[config.mk]
export PLATFORM = sky130hd
export DESIGN_NAME = ls_align_unit
export DESIGN_NICKNAME = d
export VERILOG_FILES = /design/src/rtl/ls_align_pkg.sv /design/src/rtl/ls_align_ctrl.sv /design/src/rtl/ls_align_dp.sv /design/src/rtl/ls_align_unit.sv
export SDC_FILE = /design/constraint.sdc
export NUM_CORES = 1
export LEC_CHECK = 0
export ABC_CLOCK_PERIOD_IN_PS = 4400
export BUFFER_PORTS_ARGS = -buffer_cell sky130_fd_sc_hd__buf_2
export CORE_ASPECT_RATIO = 1.2
export CORE_MARGIN = 2
export CORE_UTILIZATION = 47
export DETAILED_ROUTE_END_ITERATION = 16
export PLACE_DENSITY = 0.87
export SLEW_MARGIN = 25
export SYNTH_ARGS = -nofsm -noshare
export SYNTH_HDL_FRONTEND = slang
export SYNTH_SLANG_ARGS = --single-unit
[constraint.sdc]
create_clock -name clk -period 4.4 [get_ports clk]
set_clock_uncertainty 0.1 [all_clocks]
set_input_delay 0.66 -clock clk [delete_from_list [all_inputs] [get_ports clk]]
set_output_delay 0.66 -clock clk [all_outputs]
set_load 0.01 [all_outputs]
[src/rtl/ls_align_pkg.sv]
package ls_align_pkg;
  localparam int DATA_W     = 32;
  localparam int LANE_COUNT = DATA_W / 8;
  localparam int LANE_IDX_W = $clog2(LANE_COUNT);

  typedef enum logic [1:0] {
    SZ_BYTE = 2'd0,
    SZ_HALF = 2'd1,
    SZ_WORD = 2'd2
  } accSizeE;

  // Strobes handed from control to datapath
  typedef struct packed {
    logic                  wrEn;
    logic                  ldCapture;
    accSizeE               size;
    logic                  sext;
    logic                  bigEnd;
    logic [LANE_IDX_W-1:0] offs;
  } lsStrobeT;
endpackage

[src/rtl/ls_align_ctrl.sv]
module ls_align_ctrl
  import ls_align_pkg::*;
(
  input  logic                  clk,
  input  logic                  rstN,
  input  logic                  reqValid,
  input  logic [1:0]            reqSize,
  input  logic                  reqWrite,
  input  logic                  reqSigned,
  input  logic [LANE_IDX_W-1:0] addrLow,
  input  logic                  bigEndian,
  input  logic                  checkAlign,
  output lsStrobeT              strb,
  output logic                  rspValid,
  output logic                  abort
);
  accSizeE size;
  logic    misaligned;
  logic    fault;

  always_comb begin
    case (reqSize)
      2'd0:    size = SZ_BYTE;
      2'd1:    size = SZ_HALF;
      default: size = SZ_WORD;
    endcase
    misaligned = ((size == SZ_HALF) && addrLow[0]) ||
                 ((size == SZ_WORD) && (addrLow != '0));
    fault = reqValid && checkAlign && misaligned;

    strb.wrEn      = reqValid && reqWrite && !fault;
    strb.ldCapture = reqValid && !reqWrite && !fault;
    strb.size      = size;
    strb.sext      = reqSigned;
    strb.bigEnd    = bigEndian;
    // Truncate to the natural boundary; a word keeps its offset for rotation
    strb.offs      = (size == SZ_HALF) ? {addrLow[LANE_IDX_W-1:1], 1'b0} : addrLow;
  end

  always_ff @(posedge clk) begin
    if (!rstN) begin
      rspValid <= 1'b0;
      abort    <= 1'b0;
    end else begin
      rspValid <= reqValid && !fault;
      abort    <= fault;
    end
  end
endmodule

[src/rtl/ls_align_dp.sv]
module ls_align_dp
  import ls_align_pkg::*;
#(
  parameter int ADDR_W = 32
) (
  input  logic                  clk,
  input  logic                  rstN,
  input  lsStrobeT              strb,
  input  logic [ADDR_W-1:0]     reqAddr,
  input  logic [DATA_W-1:0]     reqWdata,
  input  logic [DATA_W-1:0]     memRdata,
  output logic [ADDR_W-3:0]     memAddr,
  output logic                  memWe,
  output logic [LANE_COUNT-1:0] memBe,
  output logic [DATA_W-1:0]     memWdata,
  output logic [DATA_W-1:0]     rspData
);
  logic [LANE_IDX_W-1:0] byteLane;
  logic [LANE_IDX_W-1:0] halfBase;
  logic [LANE_COUNT-1:0] laneSel;
  logic [7:0]            ldByte;
  logic [15:0]           ldHalf;
  logic [2*DATA_W-1:0]   dblWord;
  logic [DATA_W-1:0]     ldValue;

  assign memAddr = reqAddr[ADDR_W-1:2];
  assign memWe   = strb.wrEn;
  assign memBe   = strb.wrEn ? laneSel : '0;

  always_comb begin
    // In big-endian mode the lowest address sits in the highest lane
    byteLane = strb.offs ^ {LANE_IDX_W{strb.bigEnd}};
    halfBase = {strb.offs[LANE_IDX_W-1] ^ strb.bigEnd, 1'b0};
    ldByte   = memRdata[{byteLane, 3'b000} +: 8];
    ldHalf   = memRdata[{halfBase, 3'b000} +: 16];
    dblWord  = {memRdata, memRdata} >> {strb.offs, 3'b000};

    case (strb.size)
      SZ_BYTE: begin
        laneSel  = LANE_COUNT'(1) << byteLane;
        memWdata = {LANE_COUNT{reqWdata[7:0]}};
        ldValue  = {{(DATA_W-8){strb.sext & ldByte[7]}}, ldByte};
      end
      SZ_HALF: begin
        laneSel  = LANE_COUNT'(3) << halfBase;
        memWdata = {(LANE_COUNT/2){reqWdata[15:0]}};
        ldValue  = {{(DATA_W-16){strb.sext & ldHalf[15]}}, ldHalf};
      end
      default: begin
        laneSel  = '1;
        memWdata = reqWdata;
        ldValue  = dblWord[DATA_W-1:0];
      end
    endcase
  end

  always_ff @(posedge clk) begin
    if (!rstN)               rspData <= '0;
    else if (strb.ldCapture) rspData <= ldValue;
  end
endmodule

[src/rtl/ls_align_unit.sv]
module ls_align_unit
  import ls_align_pkg::*;
#(
  parameter int ADDR_W = 32
) (
  input  logic              clk,
  input  logic              rstN,
  input  logic              reqValid,
  input  logic [ADDR_W-1:0] reqAddr,
  input  logic [1:0]        reqSize,
  input  logic              reqWrite,
  input  logic              reqSigned,
  input  logic [31:0]       reqWdata,
  input  logic              bigEndian,
  input  logic              checkAlign,
  input  logic [31:0]       memRdata,
  output logic [ADDR_W-3:0] memAddr,
  output logic              memWe,
  output logic [3:0]        memBe,
  output logic [31:0]       memWdata,
  output logic              rspValid,
  output logic [31:0]       rspData,
  output logic              abort
);
  lsStrobeT strb;

  ls_align_ctrl u_ctrl (
    .clk        (clk),
    .rstN       (rstN),
    .reqValid   (reqValid),
    .reqSize    (reqSize),
    .reqWrite   (reqWrite),
    .reqSigned  (reqSigned),
    .addrLow    (reqAddr[1:0]),
    .bigEndian  (bigEndian),
    .checkAlign (checkAlign),
    .strb       (strb),
    .rspValid   (rspValid),
    .abort      (abort)
  );

  ls_align_dp #(.ADDR_W(ADDR_W)) u_dp (
    .clk      (clk),
    .rstN     (rstN),
    .strb     (strb),
    .reqAddr  (reqAddr),
    .reqWdata (reqWdata),
    .memRdata (memRdata),
    .memAddr  (memAddr),
    .memWe    (memWe),
    .memBe    (memBe),
    .memWdata (memWdata),
    .rspData  (rspData)
  );
endmodule

[After elaboration in Yosys (flattened, before gate mapping)]
Cells that the tools add are included.
Word-level totals
  output and inout port bits: 101
  ROM bits: 0
  memories kept: 0
  latch bits: 0
  RAM bits: 0
  register bits after elaboration: 34
Cells by class
  shift-type cells: 5
  $add $sub $neg: 0
  bitwise gates (word level): 4
  div/mod/pow operators: 0
  muxes and demuxes: 6
  multiply operators: 0
  $lt $le $gt $ge: 0
  reductions and logical operators: 15
  eq/ne operators: 3
Operators by type and width (number)
  $pmux W32 S2: 2
  $shr A64 B5 Y32: 1
  $shiftx A32 B6 Y16: 1
  $shiftx A32 B6 Y8: 1
  $logic_and A1 B1 Y1: 9
  $pmux W4 S2: 1
  $eq A2 B1 Y1 const B: 2
  $logic_not A2 Y1: 2
  $mux W4: 1
  $pmux W2 S2: 1
  $shl A1 B2 Y4 const A: 1
  $shl A2 B2 Y4 const A: 1
  $and A1 B1 Y1: 2
  $eq A2 B2 Y1 const B: 1
  $logic_not A1 Y1: 2
  $reduce_bool A2 Y1: 1
  $xor A2 B2 Y2: 1
  $logic_or A1 B1 Y1: 1
  $mux W1: 1
  $xor A1 B1 Y1: 1

[Longest topological paths before layout]
  word-level depth: 9
  gate-level depth with buffers: 8
  depth with buffers taken out: 5

[Modules after synthesis]
From an unflattened synthesis, not the netlist that was laid out.
Second synthesis, totals
  cells, all modules: 362
  area total of the unflattened synthesis: 3134.3 sq um
Modules (own cells, without submodules)
  ls_align_dp: instances 1, cells each 346, area each 2980.4 sq um
  ls_align_ctrl: instances 1, cells each 16, area each 153.9 sq um

[Worst setup path before layout]
Ideal clock, no wire load.
  path type: input to output
  start: input port reqSize[1]
  end: output port memWdata[10]
  data required time: 3640 ps
  cell stages on the path: 4
  path slack: 1946 ps
  data arrival time: 1694 ps
  path buffers: 2
  cells stage by stage: buf_2 > nor2_1 > buf_1 > mux2_2
Between the ends
  longest elaborated chain between the ends: 4
  elaborated cells between the ends (all ways): 6
Ends and longest elaborated chain
  start, declared: line ls_align_unit.sv:10  | input logic [1:0] reqSize,
  $eq A2 B1 Y1 or $logic_not A2 Y1 (tied branches): line ls_align_ctrl.sv:22  | case (reqSize)
  $pmux W2 S2 (*): line ls_align_ctrl.sv:22
  $eq A2 B1 Y1 or $logic_not A2 Y1 (tied branches): line ls_align_dp.sv:38  | case (strb.size)
  $pmux W32 S2 (*): line ls_align_dp.sv:38
  end, declared: line ls_align_unit.sv:20  | output logic [31:0] memWdata,
Mark *: on every way between the ends. The rest lies on a longest branch, timed or not.

[Final worst setup path]
  start: input port reqSize[1]
  end: output port memWdata[13]
The elaborated chain is that of the path after synthesis.

==> metrics.txt <==
# TYPE chip_impl_metric gauge
chip_impl_metric{name="wl_met2",unit="mm"} 5.04
chip_impl_metric{name="min_period_over_period",unit="%"} 69.5
chip_impl_metric{name="detail_route.iter0.violations",unit=""} 407
chip_impl_metric{name="ant_nets",unit=""} 0
chip_impl_metric{name="cp.required",unit="ns"} 3.64
chip_impl_metric{name="worst_path_max_stage_delay",unit="ns"} 0.81
chip_impl_metric{name="hpwl",unit="mm"} 7.80
chip_impl_info{name="outcome",value="finished clean"} 1
chip_impl_metric{name="antenna_found_initial",unit=""} 0
chip_impl_metric{name="synth_sequential_area_ratio",unit="%"} 20.8
chip_impl_info{name="layout_commonest_cell",value="sky130_fd_sc_hd__buf_2"} 1
chip_impl_metric{name="later_pin_clock_latency_in_the_skew_report",unit="ns"} 0.29
chip_impl_info{name="min-delay-start",value="u_dp.rspData[2]$_SDFFE_PN0P_"} 1
chip_impl_info{name="crit_path_frequent_cell",value="sky130_fd_sc_hd__buf_2"} 1
chip_impl_metric{name="power.static_leakage",unit="nW"} 1.77
chip_impl_metric{name="power.density",unit="nW/um^2"} 246
chip_impl_metric{name="dpl_worst_slack",unit="ns"} 1.34
chip_impl_info{name="clock_tree_from_tritoncts",value="yes"} 1
chip_impl_metric{name="clkSlewWorstSetupHoldPaths",unit="ns"} 0.07
chip_impl_metric{name="dieArea",unit="sq um"} 7640
chip_impl_metric{name="synth-async-reset-ratio",unit="%"} 0
chip_impl_metric{name="number_of_global_route_vias_before_repair",unit=""} 3171
chip_impl_metric{name="fin_total_pwr",unit="uW"} 930
chip_impl_metric{name="wl",unit="mm"} 10.5
chip_impl_metric{name="netlist_area",unit="sq um"} 3270
chip_impl_metric{name="wl_per_cell",unit="um"} 18.5
chip_impl_metric{name="path_max_fanout",unit=""} 28
chip_impl_info{name="regToRegStartpoint",value="u_dp.rspData[11]$_SDFFE_PN0P_"} 1
chip_impl_metric{name="tns",unit="ns"} 0
chip_impl_metric{name="per_instance_average_area_after_synthesis",unit="sq um"} 8.23
chip_impl_metric{name="switching_share",unit="%"} 35.0
chip_impl_metric{name="mappedNetlistNets",unit=""} 502
chip_impl_metric{name="cts.repair.resized",unit=""} 0
chip_impl_metric{name="detail_route.drc_violations",unit=""} 0
chip_impl_metric{name="fin_ws",unit="ns"} 1.34
chip_impl_metric{name="clock-sinks",unit=""} 34
chip_impl_metric{name="p_int",unit="uW"} 605
chip_impl_info{name="worstHoldPathType",value="reg2reg"} 1
chip_impl_info{name="postSynth.topFlopCell",value="sky130_fd_sc_hd__dfxtp_1"} 1
chip_impl_metric{name="largest_net_degree_at_the_start_of_global_routing",unit=""} 44
chip_impl_metric{name="report.final.slew_viol_count",unit=""} 0
chip_impl_metric{name="global_route.usage.total",unit="%"} 26.9
chip_impl_info{name="cp_capture_type",value="primary output"} 1
chip_impl_metric{name="met3_wl_post_dr",unit="mm"} 1.13
chip_impl_metric{name="cts_hold_buffers",unit=""} 0
chip_impl_metric{name="port_buffers",unit=""} 145
chip_impl_metric{name="synthCells",unit=""} 397
chip_impl_metric{name="finalHoldViolations",unit=""} 0
chip_impl_metric{name="period_needed",unit="ns"} 3.06
chip_impl_metric{name="grt_remaining_overflow",unit=""} 0
chip_impl_metric{name="yosysUniqueCellTypes",unit=""} 44
chip_impl_metric{name="critical_path_arrival",unit="ns"} 2.30
chip_impl_info{name="rsz0062_at_grt",value="no"} 1
chip_impl_metric{name="power.switching",unit="uW"} 326
chip_impl_info{name="highest-signal-layer",value="met4"} 1
chip_impl_metric{name="die-width",unit="um"} 80.1
chip_impl_metric{name="dpl_cell_area",unit="sq um"} 3690
chip_impl_info{name="timing.setup.critical_path_class",value="in2out"} 1
chip_impl_info{name="cp_cell_sequence",value="buf_2 > nor2_1 > mux2_2 > buf_2"} 1
chip_impl_metric{name="placement_rows",unit=""} 33
chip_impl_info{name="crit_path_start_kind",value="input pin"} 1
chip_impl_info{name="cts.root.buffer_cell",value="sky130_fd_sc_hd__clkbuf_8"} 1
chip_impl_metric{name="post-cts-setup-buffer-count",unit=""} 0
chip_impl_metric{name="core-area",unit="sq um"} 6770
chip_impl_metric{name="critical_path.n_buffers_inverters",unit=""} 2
chip_impl_metric{name="tritoncts_buffer_count",unit=""} 5
chip_impl_metric{name="tightestPinTransition",unit="ns"} 0.962
chip_impl_metric{name="cts-root-to-sink-buffers",unit=""} 2
chip_impl_metric{name="number_of_enable_flip_flop_cells_after_synthesis",unit=""} 0
chip_impl_metric{name="timing.max_slew.rel_slack",unit="%"} 35.6
chip_impl_metric{name="io_pins",unit=""} 206
chip_impl_metric{name="max_cap_viols",unit=""} 0
chip_impl_info{name="worstSetupStartpoint",value="reqSize[1]"} 1
chip_impl_info{name="commonest_cells_after_routing_fill_and_taps_aside",value="145 x sky130_fd_sc_hd__buf_2, 50 x sky130_fd_sc_hd__nand2_1, 48 x sky130_fd_sc_hd__o21ai_0"} 1
chip_impl_metric{name="gp_congestion",unit=""} 0.850
chip_impl_metric{name="finalNetCount",unit=""} 588
chip_impl_metric{name="synth-warning-count",unit=""} 0
chip_impl_metric{name="seq_power_share",unit="%"} 36.5
chip_impl_metric{name="final_core_utilization",unit="%"} 55.7
chip_impl_info{name="kind_of_cell_adding_the_most_delay_to_the_critical_path",value="simple AND/OR/NAND/NOR gates"} 1
chip_impl_metric{name="clock_power_share",unit="%"} 25.2
chip_impl_metric{name="setup_violations",unit=""} 0
chip_impl_metric{name="avgViaCountPerCell",unit=""} 6.02
chip_impl_metric{name="wire_length_of_the_first_global_routing_pass",unit="mm"} 15.8
chip_impl_metric{name="postSynthRegisterBits",unit=""} 34
chip_impl_metric{name="power_frac_comb",unit="%"} 38.3
chip_impl_metric{name="num_vias",unit=""} 3430
chip_impl_metric{name="cts-htree-levels",unit=""} 2
chip_impl_metric{name="area.growth.synth_to_final",unit="%"} 15.5
chip_impl_metric{name="initial_utilization",unit="%"} 48.2
chip_impl_metric{name="final_design_area_no_fill",unit="sq um"} 3770
chip_impl_metric{name="chipHeight",unit="um"} 95.3
chip_impl_info{name="critPathSlowestCell",value="sky130_fd_sc_hd__nor2_1"} 1
chip_impl_metric{name="clock.fmax",unit="GHz"} 0.327
chip_impl_metric{name="drive_gt1_share",unit="%"} 43.2
chip_impl_metric{name="firstDrtPassIters",unit=""} 6
chip_impl_metric{name="vdd_drop_max",unit="uV"} 152
chip_impl_metric{name="met1_length",unit="mm"} 4.04
cells by family (layout without fill, tap and decap cells):
family          after synthesis  after routing  share of synthesized area [%]
compound gates              124            124                           23.1
simple gates                 95             95                           13.0
buf+inv                      75            160                           14.1
mux                          66             66                           26.7
flops                        34             34                           20.8
xor+xnor                      3              3                           2.18
other cells                   0              1                              0
routing by layer:
| metal | global-route usage [%] | vias to the layer above |
|---|---|---|
| met5 | 0 | - |
| met2 | 46.1 | 238 |
| met4 | 10.3 | 0 |
| met3 | 4.17 | 41 |
| li1 | - | 1569 |
| met1 | 34.0 | 1582 |
power groups by stage:
stage | sequential, mW | combinational [mW] | clock (mW)
3_5_place_dp | 0.346 | 0.351 | 0
5_1_grt | 0.341 | 0.386 | 0.248
2_1_floorplan | 0.355 | 0.246 | 0
3_3_place_gp | 0.345 | 0.341 | 0
4_1_cts | 0.339 | 0.354 | 0.236
6_report | 0.339 | 0.356 | 0.235
state kept, by name, indices dropped and copies added, names as in the netlist:
signal and cells:
u_ctrl.abort 1, u_ctrl.rspValid 1, u_dp.rspData 32
synth_stat cells (all sizes together) (2+ instances only):
cell    number  area share (%)
a211oi       3            0.69
a21oi       41             6.3
a31oi        2            0.84
and2         2            0.38
and3         3            0.57
buf         53              12
clkbuf      17             2.0
dfxtp       34              21
inv          5            0.57
mux2        24             8.3
mux2i       28             8.8
mux4        14             9.7
nand2       50             5.7
nand2b       3            0.80
nand3        6            0.92
nor2        18             2.1
nor3         7             1.1
o211ai       3            0.69
o21a        10             2.3
o21ai       49             7.5
o221a        3             1.0
o22ai        3            0.57
o31a         5             1.3
or2          2            0.38
xnor2        2             1.3
through the flow:
stage               hold WS, ns  instances
floorplan                 0.449        397
global placement          0.399        563
detailed placement        0.399        563
CTS                       0.421        569
global route              0.466        569
finish                    0.420        570
worst min-delay path: stages (launching register included):
cell and delay, ns:
sky130_fd_sc_hd__dfxtp_1 0.33, sky130_fd_sc_hd__o21ai_0 0.08, sky130_fd_sc_hd__nor2_1 0.08
path summary, 6_finish.rpt:
kind | slack [ns] | end | cells after the start
worst min register to register | 0.42 | u_dp.rspData[2]$_SDFFE_PN0P_ | 2
worst max register to register | 3.58 | u_dp.rspData[11]$_SDFFE_PN0P_ | 2
worst max-delay path | 1.34 | memWdata[13] | 4
worst min-delay path | 0.42 | u_dp.rspData[2]$_SDFFE_PN0P_ | 2
area by class of cell:
class / count / area [sq um]
Tap cell: 87 / 109
Multi-Input combinational cell: 288 / 2130
Timing Repair Buffer: 149 / 756
Sequential cell: 34 / 681
Antenna cell: 1 / 2.50
Clock buffer: 6 / 82.6
Fill cell: 648 / 3000
Inverter: 5 / 18.8
(Power assumes the default switching activity.)
